## config.mk

```make
export PLATFORM = sky130hd
export DESIGN_NAME = ns_baud_tick_gen
export DESIGN_NICKNAME = d
export VERILOG_FILES = /design/src/rtl/ns_baud_pkg.sv /design/src/rtl/nsb_mode_reg.sv /design/src/rtl/nsb_frac_carry.sv /design/src/rtl/nsb_phase_acc.sv /design/src/rtl/nsb_bit_div.sv /design/src/rtl/ns_baud_tick_gen.sv
export SDC_FILE = /design/constraint.sdc
export NUM_CORES = 1
export LEC_CHECK = 0
export BUFFER_PORTS_ARGS = -buffer_cell sky130_fd_sc_hd__buf_2
export CORE_ASPECT_RATIO = 0.6
export CORE_MARGIN = 5
export CORE_UTILIZATION = 60
export DETAILED_ROUTE_END_ITERATION = 12
export PLACE_DENSITY = 0.93
export SETUP_SLACK_MARGIN = 0.3
export SYNTH_ARGS = -nofsm -noshare
export SYNTH_HDL_FRONTEND = slang
export SYNTH_SLANG_ARGS = --single-unit
```

## constraint.sdc

```tcl
create_clock -name clk -period 7.19 [get_ports clk]
set_clock_uncertainty 0.05 [all_clocks]
set_input_delay 2.157 -clock clk [delete_from_list [all_inputs] [get_ports clk]]
set_output_delay 2.157 -clock clk [all_outputs]
set_load 0.05 [all_outputs]
```

## src/rtl/ns_baud_pkg.sv

```systemverilog
`timescale 1ns/1ps
package ns_baud_pkg;
  localparam logic [31:0] CODE_OSR_X8  = 32'h2673_1000;
  localparam logic [31:0] CODE_OSR_X16 = 32'h6EF7_1000;

  typedef enum logic {
    OSR_X16 = 1'b0,
    OSR_X8  = 1'b1
  } osr_e;
endpackage

```

## src/rtl/nsb_mode_reg.sv

```systemverilog
`timescale 1ns/1ps
module nsb_mode_reg
  import ns_baud_pkg::*;
#(
  parameter int unsigned  REG_W   = 32,
  parameter logic [31:0]  CODE_LO = CODE_OSR_X8,
  parameter logic [31:0]  CODE_HI = CODE_OSR_X16
) (
  input  logic             clk,
  input  logic             rst_n,
  input  logic             mode_wr,
  input  logic [REG_W-1:0] mode_wdata,
  output osr_e             osr_sel,
  output logic             mode_restart
);
  logic hit_lo, hit_hi;

  always_comb begin
    hit_lo       = (mode_wdata == REG_W'(CODE_LO));
    hit_hi       = (mode_wdata == REG_W'(CODE_HI));
    mode_restart = mode_wr && (hit_lo || hit_hi);
  end

  always_ff @(posedge clk or negedge rst_n) begin
    if (!rst_n)            osr_sel <= OSR_X16;
    else if (mode_restart) osr_sel <= hit_lo ? OSR_X8 : OSR_X16;
  end

  // unknown code words leave the mode untouched
  p_bad_code_kept_r8: assert property (@(posedge clk) disable iff (!rst_n)
    (mode_wr && !hit_lo && !hit_hi) |=> $stable(osr_sel));
endmodule

```

## src/rtl/nsb_frac_carry.sv

```systemverilog
`timescale 1ns/1ps
module nsb_frac_carry #(
  parameter int unsigned FRAC_W   = 8,
  parameter int unsigned FRAC_DEN = 255
) (
  input  logic              clk,
  input  logic              rst_n,
  input  logic              restart,
  input  logic              step,
  input  logic [FRAC_W-1:0] frac_in,
  output logic              extend
);
  localparam int unsigned SUM_W = FRAC_W + 1;
  localparam logic [SUM_W-1:0] DEN = SUM_W'(FRAC_DEN);

  logic [FRAC_W-1:0] frac_q;
  logic [SUM_W-1:0]  sum;
  logic [SUM_W-1:0]  wrapped;

  always_comb begin
    sum     = {1'b0, frac_q} + {1'b0, frac_in};
    extend  = (sum >= DEN);
    wrapped = extend ? (sum - DEN) : sum;
  end

  always_ff @(posedge clk or negedge rst_n) begin
    if (!rst_n)       frac_q <= '0;
    else if (restart) frac_q <= '0;
    else if (step)    frac_q <= wrapped[FRAC_W-1:0];
  end

  // residue always stays below the denominator
  p_frac_below_den_r4: assert property (@(posedge clk) disable iff (!rst_n)
    ({1'b0, frac_q} < DEN));
  // restart clears the residue
  p_frac_cleared_r9: assert property (@(posedge clk) disable iff (!rst_n)
    restart |=> (frac_q == '0));
endmodule

```

## src/rtl/nsb_phase_acc.sv

```systemverilog
`timescale 1ns/1ps
module nsb_phase_acc #(
  parameter int unsigned INT_W  = 24,
  parameter int unsigned REF_NS = 5
) (
  input  logic             clk,
  input  logic             rst_n,
  input  logic             restart,
  input  logic [INT_W-1:0] per_int,
  input  logic             extend,
  output logic             fire,
  output logic             tick_q
);
  localparam int unsigned ACC_W = INT_W + 2;
  localparam logic [ACC_W-1:0] STEP = ACC_W'(REF_NS);

  logic [ACC_W-1:0] acc_q;
  logic [ACC_W-1:0] acc_sum;
  logic [ACC_W-1:0] target;
  logic             running;

  always_comb begin
    running = (per_int != '0);
    acc_sum = acc_q + STEP;
    target  = {2'b00, per_int} + {{(ACC_W-1){1'b0}}, extend};
    fire    = running && !restart && (acc_sum >= target);
  end

  always_ff @(posedge clk or negedge rst_n) begin
    if (!rst_n) begin
      acc_q  <= '0;
      tick_q <= 1'b0;
    end else begin
      tick_q <= fire;
      if (restart || !running) acc_q <= '0;
      else if (fire)           acc_q <= acc_sum - target;
      else                     acc_q <= acc_sum;
    end
  end

  // carried time never exceeds one programmed period
  p_acc_bounded_r3: assert property (@(posedge clk) disable iff (!rst_n)
    (per_int >= INT_W'(REF_NS)) |-> (acc_q <= {2'b00, per_int}));
  // a restart empties the accumulator
  p_acc_cleared_r9: assert property (@(posedge clk) disable iff (!rst_n)
    restart |=> (acc_q == '0));
endmodule

```

## src/rtl/nsb_bit_div.sv

```systemverilog
`timescale 1ns/1ps
module nsb_bit_div
  import ns_baud_pkg::*;
#(
  parameter int unsigned OSR_LO = 8,
  parameter int unsigned OSR_HI = 16
) (
  input  logic clk,
  input  logic rst_n,
  input  logic restart,
  input  logic fire,
  input  osr_e osr_sel,
  output logic bit_q
);
  localparam int unsigned CNT_W = $clog2(OSR_HI);

  logic [CNT_W-1:0] cnt_q;
  logic [CNT_W-1:0] last_idx;
  logic             at_last;

  always_comb begin
    last_idx = (osr_sel == OSR_X8) ? CNT_W'(OSR_LO - 1) : CNT_W'(OSR_HI - 1);
    at_last  = (cnt_q == last_idx);
  end

  always_ff @(posedge clk or negedge rst_n) begin
    if (!rst_n) begin
      cnt_q <= '0;
      bit_q <= 1'b0;
    end else if (restart) begin
      cnt_q <= '0;
      bit_q <= 1'b0;
    end else if (fire) begin
      cnt_q <= at_last ? '0 : cnt_q + 1'b1;
      bit_q <= at_last;
    end else begin
      bit_q <= 1'b0;
    end
  end

  // sample count stays inside the selected ratio
  p_count_in_range_r7: assert property (@(posedge clk) disable iff (!rst_n)
    (cnt_q <= last_idx));
endmodule

```

## src/rtl/ns_baud_tick_gen.sv

```systemverilog
`timescale 1ns/1ps
module ns_baud_tick_gen
  import ns_baud_pkg::*;
#(
  parameter int unsigned  REF_PERIOD_NS = 5,
  parameter int unsigned  REG_W         = 32,
  parameter int unsigned  FRAC_W        = 8,
  parameter int unsigned  FRAC_DEN      = 255,
  parameter int unsigned  OSR_LO        = 8,
  parameter int unsigned  OSR_HI        = 16,
  parameter logic [31:0]  MODE_CODE_LO  = CODE_OSR_X8,
  parameter logic [31:0]  MODE_CODE_HI  = CODE_OSR_X16
) (
  input  logic             clk,
  input  logic             rst_n,
  input  logic             div_wr,
  input  logic [REG_W-1:0] div_wdata,
  input  logic             mode_wr,
  input  logic [REG_W-1:0] mode_wdata,
  output logic             sample_tick,
  output logic             bit_tick
);
  localparam int unsigned INT_W = REG_W - FRAC_W;

  logic [REG_W-1:0]  div_q;
  logic [INT_W-1:0]  per_int;
  logic [FRAC_W-1:0] per_frac;
  osr_e              osr_sel;
  logic              mode_restart;
  logic              extend;
  logic              fire;

  always_ff @(posedge clk or negedge rst_n) begin
    if (!rst_n)      div_q <= '0;
    else if (div_wr) div_q <= div_wdata;
  end

  assign per_int  = div_q[REG_W-1:FRAC_W];
  assign per_frac = div_q[FRAC_W-1:0];

  nsb_mode_reg #(
    .REG_W(REG_W), .CODE_LO(MODE_CODE_LO), .CODE_HI(MODE_CODE_HI)
  ) u_mode (
    .clk(clk), .rst_n(rst_n), .mode_wr(mode_wr), .mode_wdata(mode_wdata),
    .osr_sel(osr_sel), .mode_restart(mode_restart)
  );

  nsb_frac_carry #(.FRAC_W(FRAC_W), .FRAC_DEN(FRAC_DEN)) u_frac (
    .clk(clk), .rst_n(rst_n), .restart(div_wr), .step(fire),
    .frac_in(per_frac), .extend(extend)
  );

  nsb_phase_acc #(.INT_W(INT_W), .REF_NS(REF_PERIOD_NS)) u_phase (
    .clk(clk), .rst_n(rst_n), .restart(div_wr), .per_int(per_int),
    .extend(extend), .fire(fire), .tick_q(sample_tick)
  );

  nsb_bit_div #(.OSR_LO(OSR_LO), .OSR_HI(OSR_HI)) u_bits (
    .clk(clk), .rst_n(rst_n), .restart(div_wr || mode_restart),
    .fire(fire), .osr_sel(osr_sel), .bit_q(bit_tick)
  );

  // bit strobe only together with a sample strobe
  p_bit_with_sample_r7: assert property (@(posedge clk) disable iff (!rst_n)
    bit_tick |-> sample_tick);
  // the writing edge registers no strobe
  p_restart_quiet_r9: assert property (@(posedge clk) disable iff (!rst_n)
    div_wr |=> (!sample_tick && !bit_tick));
  // zero whole part halts the generator
  p_halt_on_zero_r5: assert property (@(posedge clk) disable iff (!rst_n)
    (per_int == '0) |=> !sample_tick);
  // programmed whole part is zero or at least one reference period
  p_legal_period_r3: assert property (@(posedge clk) disable iff (!rst_n)
    div_wr |-> ((div_wdata[REG_W-1:FRAC_W] == '0) ||
                (div_wdata[REG_W-1:FRAC_W] >= INT_W'(REF_PERIOD_NS))));
endmodule

```

Word-level counts from Yosys, hierarchy flattened. Index checks and enable logic that the tools add are counted.

Word-level logic and storage cells: 41. RAM bits: 0. Memories: 0. Bits in registers: 73. Latch bits: 0. Bits of input ports: 68. Output and inout bits: 2. ROM bits: 0.

Shifts and indexed selects: 0. Bitwise operators: 0. Divide/modulo/power cells: 0. Eq/ne operators: 3. Multiply operators: 0. Reductions and logical operators: 11. Mux-type cells: 12. Add/subtract/negate cells: 6. Order comparisons: 2.

Operators by type and width (count): 26-bit two-way mux (2); 32-bit by 30-bit == test with 1-bit output (second input constant) (1); 32-bit by 31-bit == test with 1-bit output (second input constant) (1); 26-bit by 3-bit adder with 26-bit output (second input constant) (1); 26-bit >= comparator (1); 26-bit subtractor (1); 24-bit by 1-bit adder with 25-bit output (1); 8-bit two-way mux (3); 24-bit nonzero test (1); 4-bit two-way mux (4); 8-bit by 8-bit adder with 9-bit output (1); 9-bit by 8-bit >= comparator with 1-bit output (second input constant) (1); 8-bit subtractor (second input constant) (1); 4-bit by 1-bit adder with 4-bit output (second input constant) (1); 4-bit == test (1); 2-bit nonzero test (2); 1-bit logical AND (3); 1-bit logical OR (3); 1-bit two-way mux (3); 1-bit logical NOT (2).

Longest topological paths before layout.
Depth in word-level cells: 7. Gate-level depth with buffers: 25. Depth with buffers taken out: 22.

Hierarchy. From an unflattened synthesis, not the netlist that was laid out.

Cells, all modules: 652. Area total of the unflattened synthesis: 6125.9 µm².

By module, submodules not included: nsb_phase_acc (cells each 425, seq. area each 675.6 µm², area each 3323.2 µm², times used 1); ns_baud_tick_gen (cells each 69, seq. area each 800.8 µm², area each 1347.5 µm², times used 1); nsb_frac_carry (cells each 114, seq. area each 200.2 µm², area each 1037.2 µm², times used 1); nsb_bit_div (cells each 27, seq. area each 125.1 µm², area each 266.5 µm², times used 1); nsb_mode_reg (cells each 17, seq. area each 25.0 µm², area each 151.4 µm², times used 1).

Worst setup path after synthesis. OpenSTA, ideal clock, no wires.

Path type: register to register. Start: register div_q[4]. End: register u_phase.acc_q[25]. Setup slack: 1679 ps. Library setup time: 125 ps. Buffers on the path: 2. Data arrival time: 5336 ps. Stages on the path, launching flop included: 23. Data required time: 7015 ps. Clock period less this slack: 5511 ps. Cells stage by stage: dfrtp_1 > ha_1 > buf_2 > nand3_1 > o2111ai_1 > nand4_1 > o311a_1 > a22oi_1 > ha_1 > nand3_1 > or3_1 > nor2_1 > nand4_1 > xor2_1 > ha_1 > a21o_1 > a21o_1 > a31oi_1 > nand4b_1 > or3_1 > clkbuf_1 > and3_1 > mux2_2.

Word-level cells in the longest chain between the ends: 7. Elaborated cells on any way between the ends: 8. Classes of those cells: add/sub: 3; order compare: 2; mux: 2; reduce/logical: 1.

RTL lines: start, declared (line ns_baud_tick_gen.sv:25) `logic [REG_W-1:0] div_q;`; start signal, assigned (line ns_baud_tick_gen.sv:35) `else if (div_wr) div_q <= div_wdata;`; 8-bit by 8-bit adder with 9-bit output (*) (line nsb_frac_carry.sv:21) `sum = {1'b0, frac_q} + {1'b0, frac_in};`; 9-bit by 8-bit >= comparator with 1-bit output (*) (line nsb_frac_carry.sv:22) `extend = (sum >= DEN);`; 24-bit by 1-bit adder with 25-bit output (*) (line nsb_phase_acc.sv:25) `target = {2'b00, per_int} + {{(ACC_W-1){1'b0}}, extend};`; 26-bit >= comparator (line nsb_phase_acc.sv:26) `fire = running && !restart && (acc_sum >= target);`; 1-bit logical AND (line nsb_phase_acc.sv:26); 26-bit two-way mux (*) (line nsb_phase_acc.sv:36) `else if (fire) acc_q <= acc_sum - target;`; 26-bit two-way mux (*) (line nsb_phase_acc.sv:35) `if (restart || !running) acc_q <= '0;`; end signal, assigned (line nsb_phase_acc.sv:36); end signal, assigned (line nsb_phase_acc.sv:37) `else acc_q <= acc_sum;`; end, declared (line nsb_phase_acc.sv:17) `logic [ACC_W-1:0] acc_q;`.

Mark *: on every way between the ends. The rest lies on a longest branch, timed or not. A chain may end at the register's enable or synchronous reset.

Final worst setup path.
Start: register u_frac.frac_q[1]. End: register u_phase.acc_q[23].

Word-level cells in the longest chain between the ends: 7. Elaborated cells on any way between the ends: 8. Classes of those cells: add/sub: 3; order compare: 2; mux: 2; reduce/logical: 1.

RTL lines: start, declared (line nsb_frac_carry.sv:16) `logic [FRAC_W-1:0] frac_q;`; start signal, assigned (line nsb_frac_carry.sv:29) `else if (step) frac_q <= wrapped[FRAC_W-1:0];`; 8-bit by 8-bit adder with 9-bit output (*) (line nsb_frac_carry.sv:21); 9-bit by 8-bit >= comparator with 1-bit output (*) (line nsb_frac_carry.sv:22); 24-bit by 1-bit adder with 25-bit output (*) (line nsb_phase_acc.sv:25); 26-bit >= comparator (line nsb_phase_acc.sv:26); 1-bit logical AND (line nsb_phase_acc.sv:26); 26-bit two-way mux (*) (line nsb_phase_acc.sv:36); 26-bit two-way mux (*) (line nsb_phase_acc.sv:35).

Marks and branches as above.

==> qor.txt <==
Cells after Synth -> 687
Initial Util -> 61.4%
Relative slew slack -> 30.9%
Top post-synthesis cells by count -> dfrtp_1 (73), nand2_1 (54), o21ai_0 (49)
Share of cells above drive strength 1 -> 18.9%
Max Cap Viol -> 0
Ant. Diodes -> 0
Worst endpoint required time -> 7.31 ns
Post-route clock period utilization -> 91.6%
Total power divided by cell area -> 169 nW/um^2
Num CTS Buffers -> 9
Arrival @ worst endpoint -> 6.70 ns
Routability cong. -> 0.962
Mapped Area -> 6050 sq um
Sw Pwr -> 0.000376 W
Vias -> 5,976
IO Pins -> 70
Most Frequent Cell on Critical Path -> ha_1
Status -> completed
Ranking of synthesized cells by area -> dfrtp_1 (30%), ha_1 (7.9%), mux2_2 (5.4%)
TritonRoute pass-1 iters -> 6
Overall routing resource usage -> 30.7%
PortBufs -> 69
DIE HEIGHT -> 87.8 um
Worst IR drop on VDD -> 0.146 mV
Crit-path slowest cell -> nor2_1
Clk_lat worst skew -> 0.34 ns
Ys flop type -> dfrtp_1
WL final -> 18,600 um
Vias in the first global route -> 5,699
Hold_buf cts -> 0
Worst Path Buf+Inv -> 1
Syn nets -> 795
Ys async rst share -> 100%
Core box area -> 9840 sq um
Initial drt markers -> 790
Initial antenna violation count -> 0
Max clock buf depth -> 2
Core Rows -> 28
HP Class -> flop to flop
Design Area, Final -> 6790 sq um
Avg Inst Size Synth -> 8.80 sq um
Clock slew seen by the registers of the worst setup and hold paths -> 0.06 ns
Die ar. -> 12,300 sq um
Yosys top cell area share -> 30.2%
First-pass GRT wire length -> 30,000 um
Setup_tns -> 0 ns
Sink Count -> 73
Detailed Place HPWL -> 13,900 um
Chip width -> 140 um
Crit-path cells -> ha_1 -> a21oi_1 -> o2111ai_1 -> xor2_1 -> nand4_1 -> a22oi_2 -> ha_1 -> ha_1 -> nand3_1 -> nor3_1 -> nand2_1 -> xor2_1 -> ha_1 -> o21a_1 -> nor2_1 -> or3_1 -> a21oi_2 -> nor3_2 -> buf_4 -> nor2_1 -> o32ai_1
Root buffer cell -> clkbuf_16
Seq/Total Area, Yosys -> 30.2%
Post-synth EDFFs -> 0
Nets -> 858
Peak Freq -> 0.152 GHz
Final Hold Vio Count -> 0
Placement-stage cell area -> 6480 sq um
Syn. warnings -> 0
Part of the power in registers -> 40.1%
Pleak -> 3.05 nW
Period minus WS final -> 6.59 ns
Delay-heaviest family, CP -> simple AND/OR/NAND/NOR gates
Setup Viol. Count Final -> 0
CTS tree -> built
CTS HTree Levels -> 3
Critical path class -> flop to flop
Slew @ Worst Pin -> 1.03 ns
Routed Antenna Nets -> 0
Area Growth Syn to Fin -> 12.2%
CP endpoint kind -> flop
Slew Limit Fails -> 0
DRC errors left -> 0
Largest net degree at the start of global routing -> 74
Count leader, synth -> dfrtp_1
Clock power share -> 37.4%
DR WL/cell -> 20.9 um
Comb pwr share -> 22.5%
Kind of start point of the critical path -> flop
Worst-path fanout max -> 24
Switching Fraction -> 32.7%
Largest area contributor in the netlist -> dfrtp_1
Slowest stage delay, CP -> 0.56 ns
Number of distinct library cells after synthesis -> 74
Gr ovfl total -> 0
RSZ-0062 raised after global routing -> no
Internal Power -> 0.000773 W
Synth Register Bits -> 73
Vias per inst -> 6.71
Fill count -> 744
-- power by group through the flow --
stage	sequential, W	combinational (W)	clock [W]
finish	0.000460	0.000259	0.000430
global placement	0.000463	0.000233	0
global route	0.000463	0.000280	0.000454
CTS	0.000459	0.000248	0.000433
floorplan	0.000457	0.000171	0
detailed placement	0.000465	0.000245	0
-- state kept, by name, summed over array words and instances, names as in the netlist --
register,flops
div_q,32
u_bits.bit_q,1
u_bits.cnt_q,4
u_frac.frac_q,8
u_mode.osr_sel,1
u_phase.acc_q,26
u_phase.tick_q,1
-- worst reg2reg max path, delay by kind of cell, from the launching register on --
kind	cells	cell delay (ns)
AOI/OAI and AO/OA	6	1.78
xor gates and xnor gates	2	0.69
adders and majority gates	4	1.09
buffers and inverters	1	0.23
DFF	1	0.41
and+or+nand+nor	8	2.17
-- metrics by stage --
stage / total power [W] / std cells / worst slack [ns] / util, % / hold WS, ns
detailed placement: 0.000711 / 872 / 0.536 / 65.8 / 0.458
global route: 0.00120 / 890 / 0.396 / 69.0 / 0.486
floorplan: 0.000627 / 687 / 1.68 / - / 0.430
CTS: 0.00114 / 888 / 0.504 / 68.7 / 0.471
global placement: 0.000696 / 872 / 0.765 / 65.8 / 0.448
finish: 0.00115 / 890 / 0.604 / 69.0 / 0.466
-- path summary, 6_finish.rpt --
kind / startpoint / endpoint / slack [ns] / cells after the start
max reg2reg: u_frac.frac_q[1]$_DFFE_PN0P_ / u_phase.acc_q[23]$_DFF_PN0_ / 0.60 / 21
min: div_q[6]$_DFFE_PN0P_ / div_q[6]$_DFFE_PN0P_ / 0.47 / 1
min in group asynchronous: rst_n / u_phase.acc_q[14]$_DFF_PN0_ / 1.91 / 1
max: u_frac.frac_q[1]$_DFFE_PN0P_ / u_phase.acc_q[23]$_DFF_PN0_ / 0.60 / 21
min reg2reg: div_q[6]$_DFFE_PN0P_ / div_q[6]$_DFFE_PN0P_ / 0.47 / 1
max in group asynchronous: rst_n / div_q[12]$_DFFE_PN0P_ / 4.53 / 1
-- per-layer routing --
layer	up-vias	share of wire [%]	GRT usage [%]
met3	42	13	8.78
met5	-	0	0
li1	2718	-	-
met4	0	1.4	5.80
met2	429	40	46.2
met1	2787	45	44.9
-- cell type report --
class / count / area, sq um / area share (%)
clock buffer: 10 / 229 / 3.37
clock inverter: 6 / 50.0 / 0.737
inverter: 23 / 86.3 / 1.27
multi-input combinational: 569 / 4040 / 59.5
sequential: 73 / 1830 / 26.9
tap: 135 / 169 / 2.49
timing repair buffer: 74 / 385 / 5.68
-- repair_timing --
item	in CTS	in global routing
gates resized for setup	0	3
setup endpoints to repair	0	28
buffers inserted	0	2
-- cell usage in the layout, fill, tap and decap left out, types with 6 or more instances in the layout --
cell        n
a21o_1     18
nand3b_1    7
or3_1       7
nor2_1     32
dfrtp_1    73
clkbuf_16   9
xor2_1     33
inv_1      23
nand4_1    27
mux2_2     29
and2_1      8
nor4_1     10
o21a_1      7
ha_1       38
a211oi_1   11
buf_4       6
o21ai_0    49
xnor2_1    29
and3_1     16
buf_2      68
nor3_1     17
a21oi_1    40
nand2_1    54
nand3_1    32
-- cell families after synthesis --
group,after synthesis,synth area share (%)
and+or+nand+nor,253,23.3
AOI/OAI and AO/OA,182,19.8
DFF,73,30.2
xor gates and xnor gates,62,8.98
buffers and inverters,45,3.31
adders and majority gates,40,8.52
muxes,32,5.90
Note: power is estimated with default switching activity, not from simulation.
